[src/rtl/adc_strobe_gen.sv]
`timescale 1ns/1ps
module adc_strobe_gen #(
  parameter int N_GP  = 10,
  parameter int N_BP  = 7,
  parameter int DIV_W = 8
) (
  input  logic             clk,
  input  logic             rst,
  input  logic             conv_sel_ext,
  input  logic [4:0]       ext_sel,
  input  logic [N_GP-1:0]  gp_trig,
  input  logic [N_BP-1:0]  bp_trig,
  input  logic             stop_in,
  input  logic             int_tc,
  input  logic             adc_soc,
  input  logic             adc_eoc,
  input  logic             cfg_q_empty,
  input  logic [DIV_W-1:0] div_n,
  input  logic [1:0]       dreq_mode,
  input  logic             dq_full,
  input  logic             dq_half,
  input  logic             dq_empty,
  output logic             mux_adv,
  output logic             cfgq_adv,
  output logic             cfgq_rewind,
  output logic             dq_wr,
  output logic             dq_wr_b,
  output logic             dma_req
);
  localparam int N_SRC = N_GP + N_BP + 1;
  localparam int SEL_SPAN = 32;

  logic [SEL_SPAN-1:0] src_pad;
  logic ext_sig;
  logic [2:0] sy1, sy2, sy3;
  logic [2:0] rise;
  logic conv;
  logic [DIV_W-1:0] cnt;
  logic div_hit;
  logic empty_d;
  logic busy;

  assign src_pad = {{(SEL_SPAN-N_SRC){1'b0}}, stop_in, bp_trig, gp_trig};
  assign ext_sig = src_pad[ext_sel];

  always_ff @(posedge clk) begin
    if (rst) begin
      sy1 <= '0;
      sy2 <= '0;
      sy3 <= '0;
    end else begin
      sy1 <= {adc_eoc, adc_soc, ext_sig};
      sy2 <= sy1;
      sy3 <= sy2;
    end
  end

  assign rise    = sy2 & ~sy3;
  assign conv    = conv_sel_ext ? rise[0] : int_tc;
  assign div_hit = ({1'b0, cnt} + 1'b1) >= {1'b0, div_n};

  always_ff @(posedge clk) begin
    if (rst) begin
      cnt         <= '0;
      empty_d     <= 1'b0;
      busy        <= 1'b0;
      mux_adv     <= 1'b0;
      cfgq_adv    <= 1'b0;
      cfgq_rewind <= 1'b0;
      dq_wr       <= 1'b0;
      dq_wr_b     <= 1'b0;
      dma_req     <= 1'b0;
    end else begin
      mux_adv  <= conv;
      cfgq_adv <= conv & div_hit;
      if (conv) cnt <= div_hit ? '0 : cnt + 1'b1;

      empty_d     <= cfg_q_empty;
      cfgq_rewind <= cfg_q_empty & ~empty_d;

      dq_wr   <= rise[2] & (busy | rise[1]);
      dq_wr_b <= rise[2] & (busy | rise[1]);
      if (rise[2])      busy <= 1'b0;
      else if (rise[1]) busy <= 1'b1;

      unique case (dreq_mode)
        2'b00:   dma_req <= ~dq_empty;
        2'b01:   dma_req <= dq_half;
        2'b10:   dma_req <= dq_full;
        default: dma_req <= 1'b0;
      endcase
    end
  end
endmodule


[config.mk]
export PLATFORM = sky130hd
export DESIGN_NAME = adc_strobe_gen
export DESIGN_NICKNAME = d
export VERILOG_FILES = /design/src/rtl/adc_strobe_gen.sv
export SDC_FILE = /design/constraint.sdc
export NUM_CORES = 1
export LEC_CHECK = 0
export CAP_MARGIN = 20
export CORE_MARGIN = 2
export CORE_UTILIZATION = 55
export DETAILED_ROUTE_END_ITERATION = 8
export DONT_BUFFER_PORTS = 1
export PLACE_DENSITY = 0.7
export SLEW_MARGIN = 20
export SYNTH_ARGS = -nofsm -noshare
export SYNTH_HDL_FRONTEND = slang
export SYNTH_SLANG_ARGS = --single-unit
[constraint.sdc]
create_clock -name clk -period 3.1 [get_ports clk]
set_clock_uncertainty 0.05 [all_clocks]
set_input_delay 0.155 -clock clk [delete_from_list [all_inputs] [get_ports clk]]
set_output_delay 0.155 -clock clk [all_outputs]
set_load 0.01 [all_outputs]
=== After elaboration in Yosys (flattened, before gate mapping) ===
Index checks and enable logic that the tools add are counted.

* Bitwise logic cells: 8
* Equality and inequality tests: 2
* Mux-type cells: 5
* Order comparisons: 2
* $add $sub $neg: 2
* Reduce and logical (&&, ||, !) cells: 2

{| class="wikitable"
|+ Operators with widths
! cell !! number
|-
| adder 8 x 1 -> 9 bit, second input constant || 1
|-
| greater-or-equal comparator 9 x 8 -> 1 bit || 1
|-
| adder 8 x 1 -> 8 bit, second input constant || 1
|-
| two-way mux 8 bit || 1
|-
| less-than comparator 5 x 6 -> 1 bit, second input constant || 1
|-
| binary-select mux 1 bit (select 5 bit) || 1
|-
| bitwise AND 1 bit || 3
|-
| bitwise AND 3 bit || 1
|-
| inverter 3 bit || 1
|-
| one-hot mux 1 bit (3 select lines) || 1
|-
| == test 2 x 1 -> 1 bit, second input constant || 1
|-
| == test 2 bit, second input constant || 1
|-
| logical NOT 2 bit || 1
|-
| two-way mux 1 bit || 2
|-
| inverter 1 bit || 2
|-
| OR reduction 2 bit || 1
|-
| OR 1 bit || 1
|}

* Input bits: 43
* Bits in registers: 24
* Output and inout port bits: 6
* Word-level logic and storage cells: 32

=== Logic depth before layout (Yosys ltp) ===
Gate-level depths: netlist (run 1).

* Depth in word-level cells: 4
* Gate-level depth with buffers: 10
* Gate-level depth less buffers: 10

=== Worst setup path before layout (run 1) ===
OpenSTA, ideal clock, no wires.

* Kind: register to register
* Start point: register cnt[2]
* End point: register cnt[7]
* Arrival time: 2.311 ns
* Cell stages (with the launch flop): 11
* Clock period less this slack: 2.422 ns
* Required time: 2.989 ns
* Path buffers: 0
* Setup time: 0.061 ns
* Path slack: 0.678 ns
* Path through: dfxtp_1 -> nand3_1 -> nor2_1 -> nand3_1 -> xnor2_1 -> ha_1 -> and3_1 -> a221o_1 -> a31oi_4 -> a21boi_2 -> a32o_2

* Longest elaborated chain between the ends: 3
* Elaborated cells between the ends (all ways): 4
* Those cells by class: add/sub: 2; order compare: 1; mux: 1

{| class="wikitable"
|+ Ends and longest elaborated chain
! item !! line !! RTL
|-
| start, declared || 38 || <nowiki>logic [DIV_W-1:0] cnt;</nowiki>
|-
| start signal, assigned || 76 || <nowiki>if (conv) cnt <= div_hit ? '0 : cnt + 1'b1;</nowiki>
|-
| adder 8 x 1 -> 9 bit || 60 || <nowiki>assign div_hit = ({1'b0, cnt} + 1'b1) >= {1'b0, div_n};</nowiki>
|-
| greater-or-equal comparator 9 x 8 -> 1 bit || 60 ||
|-
| two-way mux 8 bit (*) || 76 ||
|}

Every way passes the cells marked *; elsewhere a longest branch is shown, timed or not.
A chain may end at the register's enable or synchronous reset.

=== Worst setup path after layout (run 1) ===
Ends and elaborated chain as after synthesis.

==> results of run 1 <==
==> metal layers <==
| layer | GRT usage, % | part of all wire, % |
|---|---|---|
| met1 | 22.9 | 42 |
| met5 | 0 | 0 |
| met4 | 3.95 | 0.40 |
| met2 | 31.6 | 50 |
| met3 | 7.02 | 7.5 |
==> critical path: stages, from the launching register on <==
cell	delay [ps]
dfxtp_1	460
nand3_1	150
nor2_1	190
nand3_1	120
xnor2_1	200
ha_1	280
and3_1	180
a221o_1	350
a31oi_4	280
a21boi_2	240
a32o_2	180
==> layout make-up <==
class                   count  area [um^2]
multi-input cells          84          696
flip-flops and latches     24          480
fillers                   199          778
well taps                  28         35.0
clock buffers               3         22.5
repair buffers              9         90.1
inverters                  10         37.5
clock inverters             1         30.0
==> worst max path at each step <==
stage	from	to	slack, ps	cells past startpoint
after floorplan	cnt[2]$_SDFFE_PP0P_	cnt[7]$_SDFFE_PP0P_	680	10
after global placement	cnt[2]$_SDFFE_PP0P_	cnt[7]$_SDFFE_PP0P_	540	10
after detailed placement	cnt[2]$_SDFFE_PP0P_	cnt[7]$_SDFFE_PP0P_	440	10
after CTS	cnt[2]$_SDFFE_PP0P_	cnt[7]$_SDFFE_PP0P_	410	10
after global routing	cnt[2]$_SDFFE_PP0P_	cnt[6]$_SDFFE_PP0P_	200	10
final	cnt[2]$_SDFFE_PP0P_	cnt[7]$_SDFFE_PP0P_	400	10
==> power by group <==
group / internal, uW / switching [uW] / total [uW]
Clock: 131 / 94.0 / 225
Combinational: 37.0 / 25.6 / 62.6
Sequential: 319 / 6.15 / 325
Total: 487 / 126 / 612
==> layout by cell type (no fill, tap or decap), drive strengths merged, types with 4 or more instances in the layout <==
| cell type | synthesis | routed |
|---|---|---|
| a21oi | 5 | 5 |
| a32o | 6 | 6 |
| and3 | 4 | 4 |
| dfxtp | 24 | 24 |
| dlygate4sd3 | 0 | 9 |
| ha | 9 | 9 |
| inv | 10 | 10 |
| mux4 | 4 | 4 |
| nand2 | 6 | 6 |
| nand3 | 5 | 5 |
| nor2 | 4 | 4 |
| nor2b | 12 | 12 |
| o21ai | 4 | 4 |
| xnor2 | 4 | 4 |
==> stage by stage <==
| stage | instances | hold slack, ps | setup slack [ps] |
|---|---|---|---|
| floorplan | 121 | 184 | 678 |
| global placement | 146 | 178 | 541 |
| detailed placement | 146 | 180 | 440 |
| CTS | 158 | 4.06 | 408 |
| global route | 159 | 5.71 | 198 |
| finish | 159 | 11.1 | 399 |
==> flip-flops by register name, indices dropped and copies added, names as in the netlist <==
signal       count
busy             1
cfgq_adv         1
cfgq_rewind      1
cnt              8
dma_req          1
dq_wr_b          1
empty_d          1
mux_adv          1
sy1              3
sy2              3
sy3              3
==> what timing repair did <==
item | CTS | global route
hold buffers | 8 | 1
hold endpoints to repair | 14 | 1
endpoints found under the setup margin | 0 | 0
gates resized for setup | 0 | 0
==> cells by family after synthesis <==
logic type	after synthesis	synth area share (%)
buffers and inverters	13	4.37
AO/OA/AOI/OAI	25	16.4
XOR/XNOR	6	4.27
adder cells (fa/ha/maj)	9	9.16
flip-flops	24	39.1
AND/OR/NAND/NOR	36	16.1
multiplexers	8	10.7
==> results.md, run 1 <==
* Status: finished clean
* Startpoint of the worst-slack reg-to-reg timing path: cnt[2]$_SDFFE_PP0P_
* Floorplan core area at 2170 um^2
* Chip Height at 51.3 um
* Count of warnings emitted by yosys at 0
* Max capacitance violation total at 0
* Area contributors post-synth: dfxtp_1 (39%), ha_1 (9.2%), mux4_2 (7.3%), nor2b_1 (6.1%), a32o_1 (4.1%)
* Cell with the most instances after synthesis: dfxtp_1
* Part of the cycle the worst path needs at a little under 90%
* Count of routing violations after the opening detailed-route iteration at 7
* Die extent in x at about 51 um
* Number of detailed-routing iterations run before antenna repair at 4
* Element type at the critical path start: flip-flop
* EDFF count, synth at 0
* CP Data Required Time at roughly 3300 ps
* First-pass GRT wire length at roughly 3600 um
* Root buffer selected by CTS: clkbuf_4
* Kind of end point of the critical path: flip-flop
* Dominant register cell in the synthesized netlist: dfxtp_1
* End point of the most critical hold path: sy1[0]$_SDFF_PP0_
* Routed WL at about 2200 um
* Total Neg Setup Slack at 0 ps
* Leakage Power at 0.000620 uW
* Std cell rows at 17
* Maximum level of the CTS H-tree at 1
* Transition at the pin with the smallest max-transition slack at just over 600 ps
* WL/cell at between 10 and 15 um
* Routability cong. at around 0.87
* Maximum number of pins on one net before global-route repair at 15
* CTS tree: yes
* Via count at ~900
* Count of unresolved DRC violations after routing at 0
* Gr usage total at approximately a fifth
* Clock sink count at 24
* Via-to-Cell Ratio at approximately 5.6
* Mean Syn Cell Area at ~10 um^2
* Global-route congestion overflow total at 0
* Net Count, Synth at roughly 170
* Post-route ant nets at 0
* Number of buffers on the longest clock path at 2
* Startpoint of the lowest-slack hold path: ext_sel[3]
* Class of the tightest hold or removal check: in2reg
* RSZ-0062 raised after global routing: false
* Final setup fails at 0
* Part of the Yosys area used for sequential elements at between 30% and 40%
* Worst Hold Depth at 3
* Cells after synthesis at 121
* Worst slew slack as a fraction of its limit at 58.9%
* Maximum clock frequency at between 300 and 400 MHz
* Full die area at approximately 2600 um^2
* CTS Buf Count at 3
* Cell area after placement at around 1200 um^2
* Initial antenna violation count at 0
* Worst vdd rail ir drop at 463 uV
* Total power at approximately 610 uW
* Area of all placed cells without fillers at between 1000 and 1500 um^2
* Via count of the first global-routing pass at between 800 and 900
* Hold violation total from the final report at 0
* Power Dens Cells at 440 nW/um^2
* Utilization after layout at between 60% and 70%
* Buffers inserted during post-CTS setup optimization at 0
* Initial Util at 56.7%
* Pins over their slew limit at 0
* Unique masters post-synth at 32
* Clk Latency, worst-skew pair at around 310 ps
* Setup slack, reg-to-reg at approximately 400 ps
* Layout Area Growth over Synthesis at 13.1%
* Ranking of synthesized cells by instance count: dfxtp_1 (24), nor2b_1 (12), inv_1 (10)
* Capture point of the worst reg-to-reg path: cnt[7]$_SDFFE_PP0P_
* Crit path arrival time at just under 3000 ps
* Library cell occupying the most area in the post-synthesis netlist: dfxtp_1
* Clock slew at the register clock pins of the worst setup and hold paths at 130 ps
* Synth top area share at 39.1%
* Crit Path Class: reg2reg
* Diode insertion count for antenna repair at 0
* Post-synthesis register bit count at 24
* Min Clock Period, post-route at around 2700 ps
* Crit-path max FO at 9
* Total Nets Final at 184
* Worst-case reg-to-reg path depth at 10
* Asr flop ratio synth at 0%
* Input/output buffers at 0
* I/O pins at 49
* Fraction of layout instances using a drive strength above 1 at a little under a tenth
* Half-perimeter wire length of the detailed placement result at approximately 1800 um
* Post-Synthesis Cell Area at 1230 um^2
Note: power is estimated with default switching activity, not from simulation.
==> inputs of run 2 (changes only) <==
--- a/config.mk
+++ b/config.mk
@@ -11,6 +11,7 @@
 export DETAILED_ROUTE_END_ITERATION = 8
 export DONT_BUFFER_PORTS = 1
 export PLACE_DENSITY = 0.7
+export REMOVE_ABC_BUFFERS = 1
 export SLEW_MARGIN = 20
 export SYNTH_ARGS = -nofsm -noshare
 export SYNTH_HDL_FRONTEND = slang
==> run 2 against run 1 <==
Clock-buffer cell count did not move. Worst setup slack improved by 20 ps. Highest routed layer unchanged. Global-route usage shrank 0.64 points.
==> results.md, run 2 (synthesized netlist as in run 1, its figures left out) <==
* Crit path arrival time at 2890 ps (-30 ps)
* Crit-path max FO at 9 (unchanged)
* Clk Latency, worst-skew pair at 300 ps (about the same)
* Worst slew slack as a fraction of its limit at 60.2% (+1.3 points)
* Initial antenna violation count at 0 (unchanged)
* Worst Hold Depth at 2 (-1)
* Pins over their slew limit at 0 (unchanged)
* Root buffer selected by CTS: clkbuf_4
* Final setup fails at 0 (unchanged)
* Maximum level of the CTS H-tree at 1 (unchanged)
* Kind of end point of the critical path: flip-flop
* Filler cell count in the final layout at 175 (-12%)
* Global-route congestion overflow total at 0 (unchanged)
* Floorplan core area at 2170 um^2 (unchanged)
* Max capacitance violation total at 0 (unchanged)
* Flip-flop count of the largest register, all copies and words added at 8 (unchanged)
* CTS Buf Count at 3 (unchanged)
* Capture point of the worst reg-to-reg path: cnt[7]$_SDFFE_PP0P_
* Maximum number of pins on one net before global-route repair at 15 (unchanged)
* Number of detailed-routing iterations run before antenna repair at 4 (unchanged)
* Worst vdd rail ir drop at 473 uV (+2.1%)
* Via count of the first global-routing pass at 887 (+5.1%)
* Part of the cycle the worst path needs at 86.5% (-0.66 points)
* Number of buffers on the longest clock path at 2 (unchanged)
* Area used by sequential logic in the layout at 480 um^2 (unchanged)
* Class of the tightest hold or removal check: in2reg
* Die extent in x at 51.3 um (unchanged)
* Gr usage total at 18.1% (-0.64 points)
* Full die area at 2630 um^2 (unchanged)
* Std cell rows at 17 (unchanged)
* Startpoint of the worst-slack reg-to-reg timing path: cnt[2]$_SDFFE_PP0P_
* Total Neg Setup Slack at 0 ps (unchanged)
* Transition at the pin with the smallest max-transition slack at 597 ps (-19.7 ps)
* Status: finished clean
* Hold violation total from the final report at 0 (unchanged)
* CP Data Required Time at 3310 ps (about the same)
* Via-to-Cell Ratio at 5.72 (+1.2%)
* Post-route ant nets at 0 (unchanged)
* Cell type with the highest occurrence count on the critical path: nand3_1
* Fraction of layout instances using a drive strength above 1 at 9.16% (unchanged)
* Commonest non-fill, non-tap cells in the layout: dfxtp_1 (24), nor2b_1 (12), inv_1 (10), ha_1 (9), dlygate4sd3_1 (9)
* Chip Height at 51.3 um (unchanged)
* Slowest CP cell: dfxtp_1
* Initial Util at 56.7% (unchanged)
* Total Nets Final at 184 (unchanged)
* Count of routing violations after the opening detailed-route iteration at 21 (+14)
* Element type at the critical path start: flip-flop
* Slowest Stage Delay on Critical Path at 440 ps (-20 ps)
* Largest Register: cnt
* Leakage Power at 0.000622 uW (+0.30%)
* CTS tree: yes
* First-pass GRT wire length at 3510 um (-3.2%)
* Clock slew at the register clock pins of the worst setup and hold paths at 120 ps (about the same)
* Setup slack, reg-to-reg at 420 ps (+20 ps)
* Cell area after placement at 1250 um^2 (unchanged)
* Commonest non-fill, non-tap cell in the layout: dfxtp_1
* Power Dens Cells at 436 nW/um^2 (-0.92%)
* Min Clock Period, post-route at 2680 ps (-20.4 ps)
* Via count at 909 (+1.2%)
* Worst-case reg-to-reg path depth at 10 (unchanged)
* List of cells traversed by the critical path: nand3_1, nor2_1, nand3_1, xnor2_1, ha_1, and3_1, a221o_1, a31oi_4, a21boi_2, a32o_2
* Area occupied by multi-input gates at 696 um^2 (unchanged)
* WL/cell at 13.8 um (-1.7%)
* Count of unresolved DRC violations after routing at 0 (unchanged)
* Diode insertion count for antenna repair at 0 (unchanged)
* RSZ-0062 raised after global routing: false
* Clock sink count at 24 (unchanged)
* Routed WL at 2190 um (-1.7%)
* Crit Path Class: reg2reg
* Startpoint of the lowest-slack hold path: rst
* Half-perimeter wire length of the detailed placement result at 1670 um (-5.5%)
* Area of all placed cells without fillers at 1390 um^2 (unchanged)
* Maximum clock frequency at 373 MHz (+0.76%)
* Routability cong. at 0.841 (-3.8%)
* End point of the most critical hold path: cfgq_adv$_SDFF_PP0_
* Layout Area Growth over Synthesis at 13.1% (unchanged)
* I/O pins at 49 (unchanged)
* Input/output buffers at 0 (unchanged)
[run 2: layer usage]
metal  routed length, um  GRT usage (%)
met3                 120           4.68
met4                  14           8.77
met2                1130           33.1
met5                   0              0
met1                 923           19.2
[run 2: worst max-delay path by stage]
stage	cells after the start	to	startpoint
after global placement	10	cnt[7]$_SDFFE_PP0P_	cnt[2]$_SDFFE_PP0P_
after detailed placement	10	cnt[7]$_SDFFE_PP0P_	cnt[2]$_SDFFE_PP0P_
after global routing	10	cnt[0]$_SDFFE_PP0P_	cnt[2]$_SDFFE_PP0P_
after CTS	10	cnt[7]$_SDFFE_PP0P_	cnt[2]$_SDFFE_PP0P_
final	10	cnt[7]$_SDFFE_PP0P_	cnt[2]$_SDFFE_PP0P_
after floorplan	10	cnt[7]$_SDFFE_PP0P_	cnt[2]$_SDFFE_PP0P_
[run 2: worst max-delay path: cells and delay by family (launching register included)]
kind | cells | cell delay (ps)
flops | 1 | 440
simple gates | 4 | 630
fa+ha+maj | 1 | 270
compound gates | 4 | 1050
xor+xnor | 1 | 200
[run 2: per-stage QoR]
| step | utilization (%) | setup slack [ps] | hold slack (ps) | total power, uW | instances |
|---|---|---|---|---|---|
| 4_1_cts | 64.1 | 438 | 7.66 | 614 | 159 |
| 3_3_place_gp | 57.6 | 548 | 178 | 381 | 146 |
| 5_1_grt | 64.1 | 213 | 4.93 | 633 | 159 |
| 2_1_floorplan | - | 678 | 174 | 374 | 118 |
| 6_report | 64.1 | 419 | 25.8 | 607 | 159 |
| 3_5_place_dp | 57.6 | 470 | 178 | 383 | 146 |
[run 2: repair_timing]
| action | CTS | global route |
|---|---|---|
| gates resized for setup | 0 | 0 |
| hold endpoints to repair | 14 | 0 |
| buffers inserted | 0 | 0 |
| hold buffers | 9 | 0 |
[run 2: cell type report]
| class | instances | share of cell area, % |
|---|---|---|
| sequential | 24 | 34.5 |
| multi-input combinational | 84 | 50.0 |
| tap | 28 | 2.52 |
| clock buffer | 3 | 1.62 |
| clock inverter | 1 | 2.16 |
| timing repair buffer | 9 | 6.47 |
| inverter | 10 | 2.70 |
[run 2: report_power, final]
part	total [uW]	internal [uW]	switching (uW)
sequential	325	319	6.09
clock	218	131	87.7
combinational	63.5	37.4	26.2
